**src/rtl/sar_pkg.sv**
```systemverilog
package sar_pkg;
   // Sequencer phases
   typedef enum logic [1:0] {
      ST_IDLE = 2'd0,
      ST_CONV = 2'd1,
      ST_LOAD = 2'd2,
      ST_DONE = 2'd3
   } sar_state_e;
endpackage

```
**src/rtl/sar_decode.sv**
```systemverilog
// Strobe decode: both low requests a conversion, select low with read high reads
module sar_decode (
   input  logic cs_n,
   input  logic rd_conv,
   output logic start_req,
   output logic read_sel
);
   assign start_req = ~cs_n & ~rd_conv;
   assign read_sel  = ~cs_n &  rd_conv;
endmodule

```
**src/rtl/sar_seq.sv**
```systemverilog
// Successive-approximation sequencer with busy, stale-window and no-acquire tracking
module sar_seq
   import sar_pkg::*;
#(
   parameter int W    = 16,
   parameter int CPB  = 2,
   parameter int PREV = 24
) (
   input  logic         clk,
   input  logic         rst,
   input  logic         start_req,
   input  logic         cmp_i,
   output logic [W-1:0] trial_o,
   output logic         busy_o,
   output logic         noacq_o,
   output logic         load_o,
   output logic         stale_o,
   output logic [W-1:0] result_o
);
   localparam int IDX_W = $clog2(W);
   localparam int ELW   = $clog2(PREV + 1);

   sar_state_e       state;
   logic [W-1:0]     work;
   logic [IDX_W-1:0] idx;
   logic [ELW-1:0]   elapsed;
   logic [ELW-1:0]   elapsed_nx;
   logic             just_done;
   logic             tick;
   logic             start_go;

   assign start_go   = (state == ST_IDLE) && start_req;
   assign elapsed_nx = (elapsed == ELW'(PREV)) ? elapsed : elapsed + 1'b1;

   // Bit pacing: a single cycle per bit needs no divider
   generate
      if (CPB == 1) begin : g_fast
         assign tick = (state == ST_CONV);
      end else begin : g_slow
         localparam int SUB_W = $clog2(CPB);
         logic [SUB_W-1:0] sub;
         always_ff @(posedge clk) begin
            if (rst || start_go)
               sub <= '0;
            else if (state == ST_CONV)
               sub <= (sub == SUB_W'(CPB - 1)) ? '0 : sub + 1'b1;
         end
         assign tick = (state == ST_CONV) && (sub == SUB_W'(CPB - 1));
      end
   endgenerate

   always_ff @(posedge clk) begin
      if (rst) begin
         state     <= ST_IDLE;
         work      <= '0;
         idx       <= '0;
         elapsed   <= '0;
         busy_o    <= 1'b1;
         noacq_o   <= 1'b0;
         just_done <= 1'b0;
      end else begin
         just_done <= 1'b0;
         case (state)
            ST_IDLE: begin
               if (start_req) begin
                  state   <= ST_CONV;
                  busy_o  <= 1'b0;
                  work    <= {1'b1, {(W-1){1'b0}}};
                  idx     <= IDX_W'(W - 1);
                  elapsed <= '0;
                  noacq_o <= just_done;
               end
            end
            ST_CONV: begin
               elapsed <= elapsed_nx;
               if (tick) begin
                  if (!cmp_i)
                     work[idx] <= 1'b0;
                  if (idx != '0) begin
                     work[idx - 1'b1] <= 1'b1;
                     idx <= idx - 1'b1;
                  end else begin
                     state <= ST_LOAD;
                  end
               end
            end
            ST_LOAD: begin
               elapsed <= elapsed_nx;
               state   <= ST_DONE;
            end
            ST_DONE: begin
               busy_o    <= 1'b1;
               just_done <= 1'b1;
               state     <= ST_IDLE;
            end
            default: state <= ST_IDLE;
         endcase
      end
   end

   assign trial_o  = work;
   assign load_o   = (state == ST_LOAD);
   assign stale_o  = (state != ST_IDLE) && (elapsed == ELW'(PREV));
   assign result_o = {~work[W-1], work[W-2:0]};
endmodule

```
**src/rtl/sar_bus.sv**
```systemverilog
// Output register, byte-lane exchange and bus enable
module sar_bus #(
   parameter int W = 16
) (
   input  logic         clk,
   input  logic         rst,
   input  logic         load,
   input  logic [W-1:0] result,
   input  logic         read_sel,
   input  logic         stale,
   input  logic         byte_hi,
   output logic [W-1:0] q_o,
   output logic [W-1:0] data_o,
   output logic         data_en_o
);
   localparam int H = W / 2;

   logic [W-1:0] q;
   logic [W-1:0] swapped;

   always_ff @(posedge clk) begin
      if (rst)
         q <= '0;
      else if (load)
         q <= result;
   end

   generate
      for (genvar b = 0; b < W; b++) begin : g_lane
         assign swapped[b] = q[(b + H) % W];
      end
   endgenerate

   assign q_o       = q;
   assign data_en_o = read_sel & ~stale;
   assign data_o    = data_en_o ? (byte_hi ? swapped : q) : '0;
endmodule

```
**src/rtl/sar_ctrl.sv**
```systemverilog
// Top of the converter control section
module sar_ctrl #(
   parameter int W    = 16,
   parameter int CPB  = 2,
   parameter int PREV = 24
) (
   input  logic         clk,
   input  logic         rst,
   input  logic         cs_n,
   input  logic         rd_conv,
   input  logic         byte_hi,
   input  logic         cmp_i,
   output logic [W-1:0] trial_o,
   output logic         busy_o,
   output logic         noacq_o,
   output logic [W-1:0] data_o,
   output logic         data_en_o
);
   generate
      if (W < 2 || (W % 2) != 0) begin : g_bad_width
         $error("sar_ctrl: W must be even and at least 2");
      end
      if (CPB < 1) begin : g_bad_cpb
         $error("sar_ctrl: CPB must be at least 1");
      end
      if (PREV < 1 || PREV > W * CPB) begin : g_bad_prev
         $error("sar_ctrl: PREV must lie in 1..W*CPB");
      end
   endgenerate

   logic         start_req;
   logic         read_sel;
   logic         load;
   logic         stale;
   logic [W-1:0] result;
   logic [W-1:0] out_word;

   sar_decode u_decode (
      .cs_n      (cs_n),
      .rd_conv   (rd_conv),
      .start_req (start_req),
      .read_sel  (read_sel)
   );

   sar_seq #(.W(W), .CPB(CPB), .PREV(PREV)) u_seq (
      .clk       (clk),
      .rst       (rst),
      .start_req (start_req),
      .cmp_i     (cmp_i),
      .trial_o   (trial_o),
      .busy_o    (busy_o),
      .noacq_o   (noacq_o),
      .load_o    (load),
      .stale_o   (stale),
      .result_o  (result)
   );

   sar_bus #(.W(W)) u_bus (
      .clk       (clk),
      .rst       (rst),
      .load      (load),
      .result    (result),
      .read_sel  (read_sel),
      .stale     (stale),
      .byte_hi   (byte_hi),
      .q_o       (out_word),
      .data_o    (data_o),
      .data_en_o (data_en_o)
   );
endmodule

```
**config.mk**
```make
export PLATFORM = sky130hd
export DESIGN_NAME = sar_ctrl
export DESIGN_NICKNAME = d
export VERILOG_FILES = /design/src/rtl/sar_pkg.sv /design/src/rtl/sar_decode.sv /design/src/rtl/sar_seq.sv /design/src/rtl/sar_bus.sv /design/src/rtl/sar_ctrl.sv
export SDC_FILE = /design/constraint.sdc
export NUM_CORES = 1
export LEC_CHECK = 0
export ABC_AREA = 1
export CAP_MARGIN = 20
export CORE_MARGIN = 3
export CORE_UTILIZATION = 48
export CTS_BUF_LIST = sky130_fd_sc_hd__clkbuf_16
export CTS_CLUSTER_DIAMETER = 50
export DETAILED_ROUTE_END_ITERATION = 6
export GPL_TIMING_DRIVEN = 1
export PLACE_DENSITY = 0.75
export SLEW_MARGIN = 20
export SYNTH_ARGS = -nofsm -noshare
export SYNTH_HDL_FRONTEND = slang
export SYNTH_SLANG_ARGS = --single-unit
```
**constraint.sdc**
```tcl
create_clock -name clk -period 1.6 [get_ports clk]
set_input_delay 0.32 -clock clk [delete_from_list [all_inputs] [get_ports clk]]
set_output_delay 0.32 -clock clk [all_outputs]
set_load 0.02 [all_outputs]
```
## Yosys cells after proc, flatten, opt, wreduce, memory -nomap -nowiden

Cells that the tools add are included.

| storage, ports and cells | value |
|---|---|
| register bits | 47 |
| bits of input ports | 6 |
| output and inout bits | 35 |
| word-level logic and storage cells | 83 |

| cells by class | value |
|---|---|
| add/subtract/negate cells | 3 |
| $lt $le $gt $ge | 4 |
| equal/unequal tests | 9 |
| muxes and demuxes | 29 |
| bitwise gates (word level) | 10 |
| reduce and logical (&&, ||, !) cells | 19 |

Operators with widths:

| operator | number |
|---|---|
| 16-bit two-way mux | 9 |
| 16-bit one-hot mux with 2 select lines | 1 |
| 16-bit bitwise AND | 1 |
| 16-bit NOT | 1 |
| 16-bit bitwise OR | 1 |
| 4-bit two-way mux | 3 |
| 4-bit by 5-bit < comparator with 1-bit output (second input constant) | 2 |
| 5-bit two-way mux | 2 |
| 5-bit one-hot mux with 2 select lines | 1 |
| 3-bit AND reduction | 3 |
| 1-bit demux with 4-bit select | 2 |
| 4-bit by 1-bit >= comparator with 1-bit output (second input constant) | 2 |
| 2-bit one-hot mux with 4 select lines | 1 |
| 4-bit one-hot mux with 2 select lines | 1 |
| 2-bit nonzero test | 4 |
| 2-bit two-way mux | 3 |
| 2-bit inequality test (second input constant) | 3 |
| 5-bit by 1-bit adder with 5-bit output (second input constant) | 1 |
| 5-bit == test (second input constant) | 1 |
| 1-bit logical AND | 5 |
| 1-bit two-way mux | 5 |
| 2-bit == test (second input constant) | 2 |
| 2-bit by 1-bit inequality test with 1-bit output (second input constant) | 2 |
| 1-bit NOT | 4 |
| 11 further kinds | 14 |

## Longest topological paths before layout

Gate-level depths: netlist of run 1.

| logic depth | value |
|---|---|
| depth in word-level cells | 14 |
| depth in mapped cells | 10 |
| depth with buffers taken out | 9 |

## Hierarchy

From an unflattened synthesis of run 1, not the netlist that was laid out.

| unflattened totals | value |
|---|---|
| cells, all modules | 406 |
| area, all modules | 2750.1 µm² |

By module, submodules not included:

| module | times used | cells each | area an instance (µm²) | seq. area each (µm²) |
|---|---|---|---|---|
| sar_seq | 1 | 278 | 1930.6 | 620.6 |
| sar_bus | 1 | 125 | 805.8 | 320.3 |
| sar_decode | 1 | 3 | 13.8 | 0.0 |

## Least setup slack after synthesis of run 1

Ideal clock, no wire load.

| timing | value |
|---|---|
| path type | reg-to-output |
| from | reg u_seq.state[0] |
| to | out data_o[12] |
| data arrival time | 1.554 ns |
| path slack | -0.274 ns |
| cell stages (with the launch flop) | 7 |
| path buffers | 0 |
| cells stage by stage | dfxtp_1 inv_1 ha_1 inv_1 nand4_1 nand3_1 a211oi_1 |

| on the way | value |
|---|---|
| cells in the longest elaborated chain, start to end | 5 |

Ends and longest elaborated chain:

| element | line | source |
|---|---|---|
| start, declared | sar_seq.sv:23 | `sar_state_e state;` |
| start signal, assigned | sar_seq.sv:54 | `state <= ST_IDLE;` |
| start signal, assigned | sar_seq.sv:66 | `state <= ST_CONV;` |
| start signal, assigned | sar_seq.sv:83 | `state <= ST_LOAD;` |
| 2-bit nonzero test | sar_seq.sv:103 | `assign stale_o = (state != ST_IDLE) && (elapsed == ELW'(PREV));` |
| 1-bit logical AND | sar_seq.sv:103 |  |
| 1-bit NOT | sar_bus.sv:35 | `assign data_en_o = read_sel & ~stale;` |
| 1-bit bitwise AND | sar_bus.sv:35 |  |
| 16-bit two-way mux | sar_bus.sv:36 | `assign data_o = data_en_o ? (byte_hi ? swapped : q) : '0;` |
| end, declared | sar_ctrl.sv:16 | `output logic [W-1:0] data_o,` |

Every way passes these cells.

## Worst setup path after layout of run 1

| timing | value |
|---|---|
| from | reg u_seq.elapsed[1] |
| to | out data_o[12] |

| on the way | value |
|---|---|
| cells in the longest elaborated chain, start to end | 5 |

Ends and longest elaborated chain:

| element | line | source |
|---|---|---|
| start, declared | sar_seq.sv:26 | `logic [ELW-1:0] elapsed;` |
| start signal, assigned | sar_seq.sv:75 | `elapsed <= elapsed_nx;` |
| start signal, assigned | sar_seq.sv:88 | `elapsed <= elapsed_nx;` |
| 5-bit == test | sar_seq.sv:103 |  |
| 1-bit logical AND | sar_seq.sv:103 |  |
| 1-bit NOT | sar_bus.sv:35 |  |
| 1-bit bitwise AND | sar_bus.sv:35 |  |
| 16-bit two-way mux | sar_bus.sv:36 |  |

Every way passes these cells.

==> results of run 1 <==
-- power groups by stage --
stage	Combinational (mW)	Clock (mW)	Sequential [mW]
after global placement	2.83	0	1.59
after CTS	3.14	1.22	1.59
after global routing	3.95	1.29	1.63
after detailed placement	2.90	0	1.60
final	3.61	1.22	1.61
after floorplan	1.89	0	1.60
-- metal layers --
metal  part of all wire  track usage  vias up
li1                   -            -     1351
met1               0.40        0.255     1282
met2               0.52        0.420      116
met3              0.055       0.0418       24
met4              0.028        0.106        0
met5                  0            0        -
-- cell usage in the layout (no fill, tap or decap), types with 9 or more instances in the layout --
| master | synthesis | routed |
|---|---|---|
| nand2_1 | 80 | 70 |
| nor2_1 | 77 | 60 |
| buf_4 | 15 | 45 |
| dfxtp_1 | 47 | 43 |
| o21ai_0 | 28 | 26 |
| a21oi_1 | 26 | 21 |
| inv_1 | 26 | 18 |
| buf_6 | 1 | 17 |
| nor2_4 | 1 | 16 |
| mux2i_1 | 15 | 14 |
| nand3_1 | 17 | 13 |
| dlygate4sd2_1 | 0 | 13 |
| nand4_1 | 9 | 9 |
-- critical path, stage by stage, from the launching register on --
cell      delay, ns
dfxtp_2        0.33
inv_1          0.05
ha_2           0.17
nand4_1        0.12
nand3_4        0.17
buf_6          0.17
a211oi_2       0.14
buf_4          0.17
-- path summary, 6_finish.rpt --
check,startpoint,endpoint
hold reg to reg,u_seq.busy_o$_SDFFE_PP1P_,u_seq.busy_o$_SDFFE_PP1P_
setup reg to reg,u_seq.state[1]$_SDFFE_PP0P_,u_seq.state[0]$_SDFFE_PP0P_
setup / recovery,u_seq.elapsed[1]$_SDFFE_PP0P_,data_o[12]
hold / removal,u_seq.busy_o$_SDFFE_PP1P_,u_seq.busy_o$_SDFFE_PP1P_
-- registers in the layout, summed over array words and instances, names as in the netlist --
signal            flops
u_bus.q_o            16
u_seq.busy_o          1
u_seq.elapsed         5
u_seq.g_slow.sub      1
u_seq.idx             4
u_seq.just_done       1
u_seq.noacq_o         1
u_seq.state           2
u_seq.trial_o        16
-- metrics by stage --
step	total power, mW	cell area [um2]
6_report	6.44	3830
5_1_grt	6.87	3830
4_1_cts	5.95	3640
3_5_place_dp	4.50	3360
3_3_place_gp	4.42	3360
2_1_floorplan	3.50	2730
-- cells by family after synthesis --
group	after synthesis	share of synthesized area
DFF	47	0.360
and+or+nand+nor	190	0.301
adders and majority gates	10	0.0479
muxes	15	0.0575
xor gates and xnor gates	1	0.00335
AOI/OAI and AO/OA	58	0.119
buffers and inverters	58	0.111
-- area by class of cell --
type,count,area [um2],share of cell area
clock buffer,5,125,0.0327
timing repair inverter,1,8.76,0.00229
clock inverter,3,46.3,0.0121
tap,70,87.6,0.0229
timing repair buffer,89,838,0.219
multi-input combinational,275,1660,0.434
inverter,29,118,0.0307
sequential,47,946,0.247
-- repair_timing --
item | 4_1_cts | 5_1_grt
hold buffers | 0 | 0
gates cloned | 1 | 2
setup buffers | 5 | 4
setup endpoints to repair | 56 | 47
gates resized for setup | 128 | 50
hold endpoints to repair | 0 | 0
pin swaps | 4 | 14
==> summary.txt, run 1 <==
LEAKAGE = 1.71 nW
total negative slack for setup checks = -5.18 ns
synthesized instance count = 379
drt via density = 5.34
Detail Route Antenna Nets = 0
final wirelength = 7330 um
overall die height = 79.8 um
RSZ-0062 raised after global routing = yes
filler-free cell count of the finished design = 519
cell-internal power = 3.57 mW
minimum clock period = 1.94 ns
row count = 26
number of enable flip-flop cells after synthesis = 0
share of Yosys cell area claimed by the top area cell type = 0.360
worst setup skew after layout = 0.00621 ns
largest net degree at the start of global routing = 25
number of sinks handled by clock tree synthesis = 47
cell depth of the worst hold path = 2
relative contribution of sequential cells to total power = 0.250
final count of negative-setup-slack endpoints = 30
slack of the worst reg-to-reg path = 0.01 ns
syn_area_per_cell = 6.89 um2
worst supply voltage drop on vdd = 0.961 mV
number of antenna cells inserted = 0
synthesis-stage register bit count = 47
Area Growth Syn to Fin = 46.7%
first-pass detailed-route iteration total = 4
proportion of power drawn by the clock network = 0.189
latest clock arrival within the worst-skew pair = 0.29 ns
maximum level of the CTS H-tree = 2
proportion of synthesized chip area in sequential cells = 0.360
buffers from clock root to sink, at most = 2
Synthesis Warnings = 0
Final Slew Violations = 0
clock tree from TritonCTS = built
minimum setup slack after placement = -0.638 ns
number of port buffers = 40
die width = 79.8 um
fillcell total = 368
cell count of the worst reg-to-reg path = 10
post-detailed-route DRC marker count = 0
global-route wire length before repair = 11700 um
I/O pin total = 41
fraction of final layout cells sized beyond drive strength 1 = 0.310
startpoint type of the worst setup path = register
Max Freq = 0.516 GHz
via count of the first global-routing pass = 2637
initial core utilization = 0.505
routed length per placed instance = 14.1 um
leading register cell type out of synthesis = dfxtp_1
Switching Power = 2.86 mW
most common cell in the netlist = nand2_1
period utilisation layout = 1.21
Final Core Density = 0.741
Fin. Hold Viols = 0
Initial DRC Count = 301
number of maximum-capacitance constraint violations = 0
final net count = 464
switching power as a share of total power = 0.445
placed wire-length estimate = 4880 um
area inside the core boundary = 0.00517 mm2
global router's overall resource usage = 0.230
normalized max-slew margin = 0.741
most instantiated cells after synthesis = nand2_1, nor2_1, dfxtp_1
combinational share of power = 0.561
master cell of the clock root buffer = clkbuf_16
number of antenna violations at the first check in global routing = 0
Overflow after GRT = 0
Post-Place Cells = 500
ys async rst share = 0
power per standard cell area = 1680 mW/mm2
crit path max fanout = 5
final weighted congestion in routability-driven placement = 0.964
Worst Hold Margin = 0.454 ns
WP data required = 1.28 ns
Post-Synthesis Cell Area = 0.00261 mm2
Critical Path AT = 1.62 ns
Worst Tran Pin Value = 0.388 ns
worst hold-check path type = register to register
Netlist cell types = 26
vias after detailed routing = 2773
Setup Crit Path Kind = register to output pin
leading post-synthesis cells by cell area = dfxtp_1, nand2_1, nor2_1
top cell type by total area after synthesis = dfxtp_1
endpoint class of the critical path = output pin
min setup slack post-route = -0.338 ns
total nets after synthesis = 395
failing checks = setup timing
run status = finished, violations left
clock-pin slew reported for the worst setup and hold paths after clock tree synthesis = 0.06 ns
area enclosed by the die boundary = 0.00636 mm2
Num CTS Buffers = 5
Note: power is estimated with default switching activity, not from simulation.
==> inputs of run 2 (changes only) <==
- SETUP_SLACK_MARGIN: not set -> 0.4
==> run 2 against run 1 <==
  * Clock power about the same
  * First-iteration DRC count decreased by 12%
  * Global-route usage increased by 2.5 points
  * Count of clock-buffer cells in the layout is the same
  * Combinational power grew 48%
  * Core utilization is 10 points higher
  * Setup slack better by 0.017 ns
  * Power increased by 28%
  * Clock skew hardly changed
  * Largest power group unchanged
  * Maximum frequency rose by 0.88%
  * The flow still finishes with violations (setup timing)
  * Design area grew 14%
==> summary.txt, run 2 (synthesis gave the netlist of run 1 again) <==
minimum clock period = 1.92 ns (-0.0168 ns)
switching power as a share of total power = 0.458 (+0.0131)
minimum setup slack after placement = -0.647 ns (-0.00861 ns)
vias after detailed routing = 3048 (+9.9%)
highest-delay cell along the critical path = dfxtp_2
number of antenna cells inserted = 0 (unchanged)
commonest non-fill, non-tap cell in the layout = nor2_1
final count of negative-setup-slack endpoints = 42 (+40%)
row count = 26 (unchanged)
Fin. Hold Viols = 0 (unchanged)
endpoint class of the critical path = output pin
failing checks = setup timing
min setup slack post-route = -0.321 ns (+0.0168 ns)
clock tree from TritonCTS = built
Num CTS Buffers = 5 (unchanged)
worst hold-check path type = register to register
fraction of final layout cells sized beyond drive strength 1 = 0.519 (+0.210)
combinational share of power = 0.653 (+0.092)
Worst Tran Pin Value = 0.454 ns (+0.0657 ns)
first-pass detailed-route iteration total = 6 (+2)
proportion of power drawn by the clock network = 0.145 (-0.044)
Detail Route Antenna Nets = 0 (unchanged)
area inside the core boundary = 0.00517 mm2 (unchanged)
largest incremental delay on the critical path = 0.32 ns (about the same)
area enclosed by the die boundary = 0.00636 mm2 (unchanged)
power per standard cell area = 1880 mW/mm2 (+12%)
number of antenna violations at the first check in global routing = 0 (unchanged)
final wirelength = 9400 um (+28%)
normalized max-slew margin = 0.697 (-0.0439)
Setup Crit Path Kind = register to output pin
placed wire-length estimate = 4780 um (-2.1%)
area of placed instances = 0.00339 mm2 (+0.93%)
post-route cell area = 0.00436 mm2 (+14%)
total negative slack for setup checks = -8.72 ns (-3.53 ns)
cells traversed along the worst timing path = inv_2 -> ha_4 -> inv_4 -> nand4_1 -> nand3_4 -> buf_12 -> nor2_2 -> buf_6
period utilisation layout = 1.20 (-0.0105)
number of port buffers = 40 (unchanged)
clock-pin slew reported for the worst setup and hold paths after clock tree synthesis = 0.07 ns (about the same)
maximum level of the CTS H-tree = 2 (unchanged)
Switching Power = 3.76 mW (+31%)
global router's overall resource usage = 0.255 (+0.0249)
RSZ-0062 raised after global routing = yes
crit path max fanout = 10 (+5)
number of sinks handled by clock tree synthesis = 47 (unchanged)
cell-internal power = 4.45 mW (+25%)
commonest cells after routing, fill and taps aside = nor2_1, nand2_1, buf_4
Final Slew Violations = 0 (unchanged)
Initial DRC Count = 264 (-12%)
largest net degree at the start of global routing = 25 (unchanged)
worst setup skew after layout = 0.00620 ns (-0.0000108 ns)
I/O pin total = 41 (unchanged)
run status = finished, violations left
final weighted congestion in routability-driven placement = 0.881 (-8.6%)
final net count = 483 (+4.1%)
Critical Path AT = 1.60 ns (-0.02 ns)
global-route wire length before repair = 12800 um (+9.6%)
startpoint type of the worst setup path = register
number of maximum-capacitance constraint violations = 0 (unchanged)
relative contribution of sequential cells to total power = 0.202 (-0.048)
die width = 79.8 um (unchanged)
drt via density = 5.67 (+6.0%)
post-detailed-route DRC marker count = 0 (unchanged)
master cell of the clock root buffer = clkbuf_16
via count of the first global-routing pass = 2757 (+4.6%)
LEAKAGE = 1.86 nW (+9.0%)
WP data required = 1.28 ns (about the same)
Max Freq = 0.520 GHz (+0.88%)
initial core utilization = 0.505 (unchanged)
buffers from clock root to sink, at most = 2 (unchanged)
Worst Hold Margin = 0.455 ns (+0.000817 ns)
worst supply voltage drop on vdd = 1.46 mV (+52%)
Overall Power = 8.21 mW (+28%)
latest clock arrival within the worst-skew pair = 0.29 ns (about the same)
routed length per placed instance = 17.5 um (+24%)
Area Growth Syn to Fin = 67.1%
overall die height = 79.8 um (unchanged)
Overflow after GRT = 0 (unchanged)
[run 2: changes by cell type in the layout (fill, tap and decap cells not counted), moves of 11 or more]
cell	before	now
o21ai_0	26	8
a21oi_1	21	10
nand2_1	70	51
buf_6	17	38
dlygate4sd2_1	13	2
buf_2	0	17
o21ai_2	1	12
[run 2: worst paths after layout]
kind              slack [ns]                       endpoint  cells past startpoint                   startpoint
setup / recovery       -0.32                      data_o[7]                      8  u_seq.state[1]$_SDFFE_PP0P_
hold reg to reg         0.45     u_seq.noacq_o$_SDFFE_PP0P_                      2   u_seq.just_done$_SDFF_PP0_
hold / removal          0.45     u_seq.noacq_o$_SDFFE_PP0P_                      2   u_seq.just_done$_SDFF_PP0_
setup reg to reg       -0.24  u_seq.trial_o[1]$_SDFFE_PP0P_                     12  u_seq.state[1]$_SDFFE_PP0P_
[run 2: metal layers]
metal | track usage | wire (um) | vias to the layer above
li1 | - | - | 1397
met1 | 0.284 | 3510 | 1459
met2 | 0.470 | 5060 | 155
met3 | 0.0474 | 505 | 37
met4 | 0.106 | 331 | 0
met5 | 0 | 0 | -
[run 2: metrics by stage]
stage	std cells	utilization
after global placement	499	0.655
after CTS	526	0.760
after detailed placement	499	0.655
after floorplan	379	-
final	538	0.843
after global routing	538	0.843
[run 2: layout make-up]
cell class | count | area [um2]
sequential | 47 | 953
tap | 70 | 87.6
inverter | 29 | 146
clock buffer | 5 | 125
multi-input combinational | 275 | 1980
fill | 276 | 810
timing repair inverter | 2 | 27.5
clock inverter | 3 | 38.8
timing repair buffer | 107 | 1000
[run 2: power by group through the flow]
stage	clock network [mW]	registers, mW	logic, mW
6_report	1.19	1.66	5.36
5_1_grt	1.24	1.68	5.67
4_1_cts	1.18	1.61	4.16
3_5_place_dp	0	1.63	2.99
3_3_place_gp	0	1.61	2.93
2_1_floorplan	0	1.61	2.01
[run 2: critical path: cells and delay by family, from the launching register on]
family	cells	cell delay (ns)
flops	1	0.32
fa+ha+maj	1	0.16
simple gates	3	0.38
buf+inv	4	0.43
[run 2: repair_timing]
action | CTS | global route
pin swaps | 24 | 43
endpoints found under the setup margin | 81 | 68
endpoints found under the hold margin | 0 | 0
hold buffers | 0 | 0
gates resized for setup | 247 | 112
buffers inserted | 17 | 10
cloned | 2 | 2
